<file path="src/rtl/lfilt_pkg.sv">
// Package: shared widths, register codes, locality relation and ownership
// state type for the locality access filter.
package lfilt_pkg;
    localparam int LOC_W     = 3;
    localparam int REG_W     = 4;
    localparam int NUM_REGS  = 11;
    localparam int MAX_LOC   = 4;
    localparam int HASH_LOC  = 4;

    // Register codes; the strobe index equals the code.
    typedef enum logic [REG_W-1:0] {
        RC_ACCESS   = 4'd0,
        RC_STATUS   = 4'd1,
        RC_INT_EN   = 4'd2,
        RC_INT_VEC  = 4'd3,
        RC_INT_STAT = 4'd4,
        RC_INT_CAP  = 4'd5,
        RC_FIFO     = 4'd6,
        RC_CONFIG   = 4'd7,
        RC_HSTART   = 4'd8,
        RC_HDATA    = 4'd9,
        RC_HEND     = 4'd10
    } reg_code_e;

    // How the requester relates to the current owner.
    typedef enum logic [1:0] {
        REL_NONE   = 2'd0,
        REL_OTHER  = 2'd1,
        REL_OWNER  = 2'd2
    } loc_rel_e;

    typedef struct packed {
        logic             valid;
        logic [LOC_W-1:0] num;
    } owner_t;
endpackage

</file>
<file path="src/rtl/lfilt_relation.sv">
// Module: lfilt_relation
// Classifies the requesting locality against the ownership state and flags
// whether the requester number is a legal locality.
// Assumes: owner.num is always legal while owner.valid is set.
module lfilt_relation
    import lfilt_pkg::*;
(
    input  logic [LOC_W-1:0] req_loc_i,
    input  owner_t           owner_i,
    output loc_rel_e         rel_o,
    output logic             legal_o
);
    // Purpose: three-way relation and legality of the requester.
    always_comb begin
        legal_o = (int'(req_loc_i) <= MAX_LOC);
        if (!owner_i.valid)
            rel_o = REL_NONE;
        else if (owner_i.num == req_loc_i)
            rel_o = REL_OWNER;
        else
            rel_o = REL_OTHER;
    end
endmodule

</file>
<file path="src/rtl/lfilt_policy.sv">
// Module: lfilt_policy
// Per-register access matrix: given register, direction, locality relation
// and the FIFO data-available flag, says whether the access is permitted.
// Assumes: legality of the locality is handled by the caller.
module lfilt_policy
    import lfilt_pkg::*;
(
    input  logic [REG_W-1:0] reg_i,
    input  logic             write_i,
    input  loc_rel_e         rel_i,
    input  logic             data_avail_i,
    output logic             permit_o
);
    logic is_owner;
    logic is_none;

    // Purpose: evaluate the matrix row of the addressed register.
    always_comb begin
        is_owner = (rel_i == REL_OWNER);
        is_none  = (rel_i == REL_NONE);
        unique case (reg_i)
            RC_STATUS:                        permit_o = is_owner;
            RC_INT_EN, RC_INT_VEC, RC_CONFIG,
            RC_INT_STAT:                      permit_o = !write_i || is_owner;
            RC_INT_CAP:                       permit_o = !write_i;
            RC_ACCESS:                        permit_o = 1'b1;
            RC_FIFO:                          permit_o = is_owner && (write_i || data_avail_i);
            RC_HSTART:                        permit_o = write_i && (is_owner || is_none);
            RC_HDATA, RC_HEND:                permit_o = write_i && is_owner;
            default:                          permit_o = 1'b0;
        endcase
    end
endmodule

</file>
<file path="src/rtl/lfilt_tracker.sv">
// Module: lfilt_tracker
// Holds the ownership state. Applies explicit request/release through the
// access register and the implicit take/release of the hash locality.
// Assumes: commit_i is high only for accepted writes of a legal locality.
module lfilt_tracker
    import lfilt_pkg::*;
#(
    parameter int DATA_W  = 8,
    parameter int REQ_BIT = 1,
    parameter int REL_BIT = 5
) (
    input  logic              clk,
    input  logic              rst_n,
    input  logic              commit_i,
    input  logic [REG_W-1:0]  reg_i,
    input  logic [LOC_W-1:0]  loc_i,
    input  logic [DATA_W-1:0] wdata_i,
    input  loc_rel_e          rel_i,
    output owner_t            owner_o
);
    localparam logic [DATA_W-1:0] REQ_MASK = DATA_W'(1) << REQ_BIT;
    localparam logic [DATA_W-1:0] REL_MASK = DATA_W'(1) << REL_BIT;

    owner_t owner_q;
    owner_t owner_d;
    logic   want_req;
    logic   want_rel;

    // Purpose: next ownership from the committed write.
    always_comb begin
        owner_d  = owner_q;
        want_req = (wdata_i & REQ_MASK) != '0;
        want_rel = (wdata_i & REL_MASK) != '0;
        if (commit_i) begin
            unique case (reg_i)
                RC_ACCESS: begin
                    if (want_rel && rel_i == REL_OWNER)
                        owner_d = '{valid: 1'b0, num: '0};
                    else if (want_req && rel_i == REL_NONE)
                        owner_d = '{valid: 1'b1, num: loc_i};
                end
                RC_HSTART: begin
                    if (rel_i == REL_NONE)
                        owner_d = '{valid: 1'b1, num: LOC_W'(HASH_LOC)};
                end
                RC_HEND: begin
                    if (owner_q.num == LOC_W'(HASH_LOC))
                        owner_d = '{valid: 1'b0, num: '0};
                end
                default: owner_d = owner_q;
            endcase
        end
    end

    // Purpose: ownership register with synchronous reset to "nobody".
    always_ff @(posedge clk) begin
        if (!rst_n) owner_q <= '{valid: 1'b0, num: '0};
        else        owner_q <= owner_d;
    end

    assign owner_o = owner_q;

    assert_hstart_take_R7: assert property (@(posedge clk) disable iff (!rst_n)
        (commit_i && reg_i == RC_HSTART && rel_i == REL_NONE)
        |=> (owner_q.valid && owner_q.num == LOC_W'(HASH_LOC)));

    assert_hend_release_R8: assert property (@(posedge clk) disable iff (!rst_n)
        (commit_i && reg_i == RC_HEND && owner_q.num == LOC_W'(HASH_LOC))
        |=> !owner_q.valid);

    assert_release_R9: assert property (@(posedge clk) disable iff (!rst_n)
        (commit_i && reg_i == RC_ACCESS && wdata_i[REL_BIT] && rel_i == REL_OWNER)
        |=> !owner_q.valid);

    assert_hold_R11: assert property (@(posedge clk) disable iff (!rst_n)
        !commit_i |=> $stable(owner_q));
endmodule

</file>
<file path="src/rtl/lfilt_strobes.sv">
// Module: lfilt_strobes
// Turns an accepted access into a one-hot read or write strobe indexed by
// the register code.
// Assumes: accept_i is only high for mapped register codes.
module lfilt_strobes
    import lfilt_pkg::*;
(
    input  logic                clk,
    input  logic                rst_n,
    input  logic                accept_i,
    input  logic                write_i,
    input  logic [REG_W-1:0]    reg_i,
    output logic [NUM_REGS-1:0] rd_stb_o,
    output logic [NUM_REGS-1:0] wr_stb_o
);
    for (genvar g = 0; g < NUM_REGS; g++) begin : g_stb
        logic hit;
        // Purpose: decode one register's strobe pair.
        always_comb begin
            hit         = accept_i && (reg_i == REG_W'(g));
            rd_stb_o[g] = hit && !write_i;
            wr_stb_o[g] = hit && write_i;
        end
    end

    assert_onehot_R11: assert property (@(posedge clk) disable iff (!rst_n)
        $onehot0({rd_stb_o, wr_stb_o}) && (accept_i || ({rd_stb_o, wr_stb_o} == '0)));
endmodule

</file>
<file path="src/rtl/locality_access_filter.sv">
// Module: locality_access_filter (top)
// Decides accept/abort for every decoded register access in the same cycle,
// tracks which locality owns the module, and drives per-register strobes.
// Assumes: acc_* inputs are stable while acc_valid_i is high for one cycle.
module locality_access_filter
    import lfilt_pkg::*;
#(
    parameter int DATA_W = 8
) (
    input  logic                clk,
    input  logic                rst_n,
    input  logic                acc_valid_i,
    input  logic                acc_write_i,
    input  logic [REG_W-1:0]    acc_reg_i,
    input  logic [LOC_W-1:0]    acc_loc_i,
    input  logic [DATA_W-1:0]   acc_wdata_i,
    input  logic                data_avail_i,
    output logic                accept_o,
    output logic                abort_o,
    output logic [NUM_REGS-1:0] rd_stb_o,
    output logic [NUM_REGS-1:0] wr_stb_o,
    output logic                owner_valid_o,
    output logic [LOC_W-1:0]    owner_loc_o
);
    owner_t   owner;
    loc_rel_e rel;
    logic     legal;
    logic     permit;
    logic     commit;

    lfilt_relation u_rel (
        .req_loc_i (acc_loc_i),
        .owner_i   (owner),
        .rel_o     (rel),
        .legal_o   (legal)
    );

    lfilt_policy u_pol (
        .reg_i        (acc_reg_i),
        .write_i      (acc_write_i),
        .rel_i        (rel),
        .data_avail_i (data_avail_i),
        .permit_o     (permit)
    );

    // Purpose: combine legality and policy into the bus decision.
    always_comb begin
        accept_o = acc_valid_i && legal && permit;
        abort_o  = acc_valid_i && !accept_o;
        commit   = accept_o && acc_write_i;
    end

    lfilt_tracker #(.DATA_W(DATA_W)) u_trk (
        .clk      (clk),
        .rst_n    (rst_n),
        .commit_i (commit),
        .reg_i    (acc_reg_i),
        .loc_i    (acc_loc_i),
        .wdata_i  (acc_wdata_i),
        .rel_i    (rel),
        .owner_o  (owner)
    );

    lfilt_strobes u_stb (
        .clk      (clk),
        .rst_n    (rst_n),
        .accept_i (accept_o),
        .write_i  (acc_write_i),
        .reg_i    (acc_reg_i),
        .rd_stb_o (rd_stb_o),
        .wr_stb_o (wr_stb_o)
    );

    assign owner_valid_o = owner.valid;
    assign owner_loc_o   = owner.num;

    assert_decision_R1: assert property (@(posedge clk) disable iff (!rst_n)
        acc_valid_i ? (accept_o != abort_o) : !(accept_o || abort_o));

    assert_status_owner_R2: assert property (@(posedge clk) disable iff (!rst_n)
        (accept_o && acc_reg_i == RC_STATUS) |-> (owner.valid && owner.num == acc_loc_i));

    assert_cap_write_R4: assert property (@(posedge clk) disable iff (!rst_n)
        (acc_valid_i && acc_write_i && acc_reg_i == RC_INT_CAP) |-> abort_o);

    assert_fifo_avail_R6: assert property (@(posedge clk) disable iff (!rst_n)
        (accept_o && !acc_write_i && acc_reg_i == RC_FIFO) |-> data_avail_i);
endmodule

</file>
<file path="config.mk">
export PLATFORM = sky130hd
export DESIGN_NAME = locality_access_filter
export DESIGN_NICKNAME = d
export VERILOG_FILES = /design/src/rtl/lfilt_pkg.sv /design/src/rtl/lfilt_relation.sv /design/src/rtl/lfilt_policy.sv /design/src/rtl/lfilt_tracker.sv /design/src/rtl/lfilt_strobes.sv /design/src/rtl/locality_access_filter.sv
export SDC_FILE = /design/constraint.sdc
export NUM_CORES = 1
export LEC_CHECK = 0
export BUFFER_PORTS_ARGS = -buffer_cell sky130_fd_sc_hd__clkbuf_2
export CAP_MARGIN = 20
export CORE_ASPECT_RATIO = 0.6
export CORE_MARGIN = 10
export CORE_UTILIZATION = 25
export CTS_CLUSTER_DIAMETER = 100
export DETAILED_ROUTE_END_ITERATION = 8
export GPL_ROUTABILITY_DRIVEN = 1
export PLACE_DENSITY = 0.67
export SETUP_SLACK_MARGIN = 0.2
export SKIP_CTS_REPAIR_TIMING = 1
export SLEW_MARGIN = 20
export SYNTH_ARGS = -nofsm -noshare
export SYNTH_HDL_FRONTEND = slang
export SYNTH_SLANG_ARGS = --single-unit
export TNS_END_PERCENT = 100
</file>
<file path="constraint.sdc">
create_clock -name clk -period 2.4 [get_ports clk]
set_clock_uncertainty 0.15 [all_clocks]
set_input_delay 0.48 -clock clk [delete_from_list [all_inputs] [get_ports clk]]
set_output_delay 0.48 -clock clk [all_outputs]
set_load 0.005 [all_outputs]
</file>
== After elaboration in Yosys (flattened, before gate mapping) ==
Cells that the tools add are included.

* Reductions and logical operators: 53
* Mux-type cells: 8
* Equality and inequality tests: 16
* Magnitude comparators: 1

{| class="wikitable"
|+ Operators with widths
! cell !! number
|-
| logical AND 1 bit || 42
|-
| equality test 4 x 3 -> 1 bit (second input constant) || 4
|-
| 2-to-1 mux 4 bit || 4
|-
| equality test 4 bit (second input constant) || 3
|-
| case mux 4 bit (3 select lines) || 1
|-
| equality test 4 x 2 -> 1 bit (second input constant) || 2
|-
| case mux 1 bit (7 select lines) || 1
|-
| AND reduction 5 bit || 1
|-
| equality test 4 x 1 -> 1 bit (second input constant) || 1
|-
| logical NOT 4 bit || 1
|-
| 2-to-1 mux 2 bit || 2
|-
| != test 2 x 1 -> 1 bit (second input constant) || 2
|-
| OR reduction 4 bit || 1
|-
| equality test 3 bit || 1
|-
| equality test 3 bit (second input constant) || 1
|-
| less-or-equal comparator 3 bit (second input constant) || 1
|-
| logical OR 1 bit || 3
|-
| != test 3 x 1 -> 1 bit (second input constant) || 1
|-
| nonzero test 3 bit || 1
|-
| equality test 2 bit (second input constant) || 1
|-
| logical NOT 1 bit || 2
|-
| logical NOT 2 bit || 1
|-
| OR reduction 2 bit || 1
|}

* Logic and storage cells: 80
* Register bits after elaboration: 4
* Output and inout bits: 28

== Longest topological paths before layout ==
* Depth after elaboration: 10
* Depth in mapped cells: 7
* Gate-level depth less buffers: 6

== Cells and area by module ==
From an unflattened synthesis, not the netlist that was laid out.

* Cell total of the unflattened synthesis: 86
* Area, all modules: 608.1 sq um

{| class="wikitable"
|+ Modules (own cells, without submodules)
! module !! area an instance (sq um) !! cells each !! times used !! seq. area each (sq um)
|-
| lfilt_tracker || 267.8 || 31 || 1 || 80.1
|-
| lfilt_strobes || 181.4 || 33 || 1 || 0.0
|-
| lfilt_policy || 80.1 || 13 || 1 || 0.0
|-
| lfilt_relation || 55.1 || 6 || 1 || 0.0
|-
| locality_access_filter || 23.8 || 3 || 1 || 0.0
|}

== Least setup slack after synthesis ==
No wires, ideal clock.

* Path type: input to output
* Start point: in acc_reg_i[0]
* End point: out rd_stb_o[2]
* Path slack: -14 ps
* Path buffers: 2
* Arrival: 1,784 ps
* Required time: 1,770 ps
* Cell stages on the path: 7
* Cell sequence: buf_2 -> nor2_1 -> and3_1 -> o221a_2 -> o21ai_2 -> clkbuf_1 -> nor3_1

* Cells in the longest elaborated chain, start to end: 6
* Elaborated cells between the ends (all ways): 17

{| class="wikitable"
|+ Ends and longest elaborated chain
! item !! line !! source
|-
| from (decl) || locality_access_filter.sv:14 || <nowiki>input logic [REG_W-1:0] acc_reg_i,</nowiki>
|-
| equality test 4 x 2 -> 1 bit, or another cell as far along || lfilt_policy.sv:21, lfilt_strobes.sv:20 ||
|-
| OR reduction 4 bit or OR reduction 2 bit (tied branches) || lfilt_policy.sv:21 || <nowiki>unique case (reg_i)</nowiki>
|-
| case mux 1 bit (7 select lines) || lfilt_policy.sv:21 ||
|-
| logical AND 1 bit || locality_access_filter.sv:48 || <nowiki>accept_o = acc_valid_i && legal && permit;</nowiki>
|-
| logical AND 1 bit * || lfilt_strobes.sv:20 || <nowiki>hit = accept_i && (reg_i == REG_W'(g));</nowiki>
|-
| logical AND 1 bit * || lfilt_strobes.sv:21 || <nowiki>rd_stb_o[g] = hit && !write_i;</nowiki>
|-
| to (decl) || locality_access_filter.sv:20 || <nowiki>output logic [NUM_REGS-1:0] rd_stb_o,</nowiki>
|}

Mark *: on every way between the ends. The rest lies on a longest branch, timed or not.

== Final worst setup path ==
* Start point: in acc_loc_i[1]
* End point: out wr_stb_o[4]

* Cells in the longest elaborated chain, start to end: 10
* Elaborated cells between the ends (all ways): 16

{| class="wikitable"
|+ Ends and longest elaborated chain
! item !! line !! source
|-
| from (decl) || locality_access_filter.sv:15 || <nowiki>input logic [LOC_W-1:0] acc_loc_i,</nowiki>
|-
| equality test 3 bit || lfilt_relation.sv:18 || <nowiki>else if (owner_i.num == req_loc_i)</nowiki>
|-
| 2-to-1 mux 2 bit || lfilt_relation.sv:18 ||
|-
| 2-to-1 mux 2 bit || lfilt_relation.sv:16 || <nowiki>if (!owner_i.valid)</nowiki>
|-
| equality test 2 bit or logical NOT 2 bit (tied branches) || lfilt_policy.sv:19, lfilt_policy.sv:20 ||
|-
| logical OR 1 bit || lfilt_policy.sv:28 || <nowiki>RC_HSTART: permit_o = write_i && (is_owner || is_none);</nowiki>
|-
| logical AND 1 bit || lfilt_policy.sv:28 ||
|-
| case mux 1 bit (7 select lines) || lfilt_policy.sv:21 ||
|-
| logical AND 1 bit * || locality_access_filter.sv:48 ||
|-
| logical AND 1 bit * || lfilt_strobes.sv:20 ||
|-
| logical AND 1 bit * || lfilt_strobes.sv:22 || <nowiki>wr_stb_o[g] = hit && write_i;</nowiki>
|-
| to (decl) || locality_access_filter.sv:21 || <nowiki>output logic [NUM_REGS-1:0] wr_stb_o,</nowiki>
|}

Marked as above.

==> flow_summary.ini <==
[layout]
area_delta_synth_final_pct = 73.5
drive_gt1_share_pct = 60.3
nNetsFinal = 168
antenna-diode-count = 0
largest_reg_flops = 4

[floorplan]
core_mm2 = 0.00245
die_h_um = 59.0
start_util_pct = 25.8
io_pins = 48
dieArea_mm2 = 0.00501
die_x_um = 85.0
core.rowCount = 14

[power]
cellLeakagePower_nw = 0.496
p_total_w = 0.000318
ir_drop_v = 0.000154
p_per_area_mw_per_mm2 = 289

[worst_setup_path]
start_kind = input port
cp-end-kind = output port
worst_path_largest_cell_delay_ns = 0.44
rr_startpoint = u_trk.owner_o[1]
worst-path-buf-inv = 2
rr_worst_depth = 7
rrSetupSlack_ns = 0.11
worstSetupPathType = input port to output port
path_cells = clkbuf_2 -> xor2_2 -> nor4b_2 -> o221a_2 -> o21ai_2 -> or3_4 -> nor2_2 -> buf_2
arrival_ns = 1.99
critPathSlowestCell = or3_4
crit_family = simple AND/OR/NAND/NOR gates
required_ns = 1.77
reg2reg_to = u_trk.owner_o[3]
cp_max_fo = 5

[detailed_routing]
drtIter0Drc = 68
dr.pass1.iters = 4
avgViaCountPerCell = 4.99
wire_per_inst_um = 15.4
wirelength_um = 2750
drc = 0
vias = 889
postRouteAntennaNets = 0

[place]
io_buffers = 37
place_ws_ns = -0.207
dp.final_hpwl_um = 2070
gp_congestion = 0.820

[logic_synthesis]
ys.flop_type = dfxtp_1
ys_seq_elements = 4
seq_area_frac_synth_pct = 12.6
ys_types = 34
synth_cells = 95
ys_warn_count = 0
synth-edff-count = 0
synth_area_um2 = 633
async_flop_share_pct = 0
syn_area_per_cell_um2 = 6.66

[hold_path]
hp-start = u_trk.owner_o[0]
hold_end = u_trk.owner_o[0]
min_path_cells = 2
min-delay-path-class = flop to flop

[status]
violations = setup timing
status = finished, violations left

[global_route]
antenna_found_initial = 0
grt_max_degree = 19
grt_first_pass_wirelength_um = 4120
track_usage_pct = 9.98
grt_pass1_vias = 882
grt_overflow = 0

[sta]
min_period_ns = 2.62
max_freq_mhz = 381
period_share_pct = 109
setup_slack_ns = -0.223
setup_viol = 20
whs_ns = 0.340
maxSlewViolCount = 0
rsz0062_at_grt = true
setup_tns_ns = -2.68
hold_viol = 0

[cts]
cts_root_buf = clkbuf_8
clkLatencyLatePin_ns = 0.22
cts_tree = done
htree_levels = 1
cts_max_path_buffers = 2
clk_transition_reported_paths_ns = 0.03
clock-sinks = 4
numCtsBuffers = 3

[job]
maxCapViolCount = 0
metal layers:
layer	wire (um)	track usage (%)	vias up
li1	-	-	436
met1	1040	10.6	397
met2	1340	17.0	50
met3	316	4.95	6
met4	52	3.50	0
met5	0	0	-
area by class of cell:
cell class                      count  area, um2
Clock buffer                        3       41.3
Inverter                            3       11.3
Multi-Input combinational cell     81        587
Fill cell                         255       1350
Timing Repair Buffer               55        337
Tap cell                           32       40.0
Sequential cell                     4       82.6
cell usage after synthesis, types with 2 or more instances:
library cell	count	share of area (%)
o221a_2	2	3.6
nand2_1	6	3.6
or3_1	2	2.0
nand3b_1	3	3.6
or4_1	2	2.4
o21ai_0	3	2.4
nand3_1	4	3.2
nand2b_1	5	4.9
nor2_1	11	6.5
xor2_1	3	4.2
mux2i_1	2	3.2
inv_1	3	1.8
a21oi_1	4	3.2
dfxtp_1	4	13
buf_4	4	4.7
buf_2	5	4.0
nor3_1	15	12
cell usage in the layout, fill, tap and decap left out, drive strengths merged:
cell / count
nor4: 1
nor4b: 1
clkbuf: 35
mux2i: 2
nand3: 4
or3b: 1
nor2: 11
and3: 1
nand3b: 3
a211oi: 1
a21oi: 4
conb: 4
a21o: 1
a22oi: 1
o221a: 2
xor2: 3
nor3b: 1
nor3: 15
and2: 1
a31oi: 1
buf: 23
mux2: 1
or3: 2
a211o: 1
or4: 2
inv: 3
nand2b: 6
nand2: 6
dfxtp: 4
o211a: 1
o21ai: 4
metrics by stage:
step / instance area (um2) / std cells / util [%]
3_5_place_dp: 953 / 175 / 38.9
4_1_cts: 995 / 178 / 40.6
5_1_grt: 1100 / 178 / 44.8
3_3_place_gp: 953 / 175 / 38.9
2_1_floorplan: 653 / 98 / -
6_report: 1100 / 178 / 44.8
worst max-delay path by stage:
stage | from | to | cells after the start
3_3_place_gp | acc_loc_i[2] | wr_stb_o[8] | 8
4_1_cts | acc_reg_i[1] | wr_stb_o[4] | 8
6_report | acc_loc_i[1] | wr_stb_o[4] | 8
2_1_floorplan | acc_reg_i[1] | wr_stb_o[4] | 6
3_5_place_dp | acc_reg_i[1] | wr_stb_o[4] | 8
5_1_grt | acc_loc_i[1] | wr_stb_o[4] | 8
kinds of logic (layout without fill, tap and decap cells):
kind of cell | Yosys count | count (layout) | share of synthesized area [%]
simple gates | 55 | 55 | 47.2
compound gates | 16 | 16 | 18.8
buf+inv | 13 | 61 | 11.1
flops | 4 | 4 | 12.6
xor+xnor | 3 | 3 | 4.15
mux | 3 | 3 | 5.53
other cells | 1 | 4 | 0.592
worst reg2reg max path, cell delays in order (launching register included):
cell,delay [ns]
dfxtp_2,0.34
xor2_2,0.19
nor4b_2,0.28
o221a_2,0.24
o21ai_2,0.06
buf_4,0.21
or4_1,0.55
o211a_1,0.14
power by group:
group / total, W / switching, W / leakage [nW] / internal (W)
registers: 0.0000676 / 0.000000330 / 0.0332 / 0.0000672
clock network: 0.000146 / 0.0000392 / 0.0216 / 0.000107
logic: 0.000104 / 0.0000578 / 0.441 / 0.0000459
No activity file was read; power rests on OpenSTA's default activity.
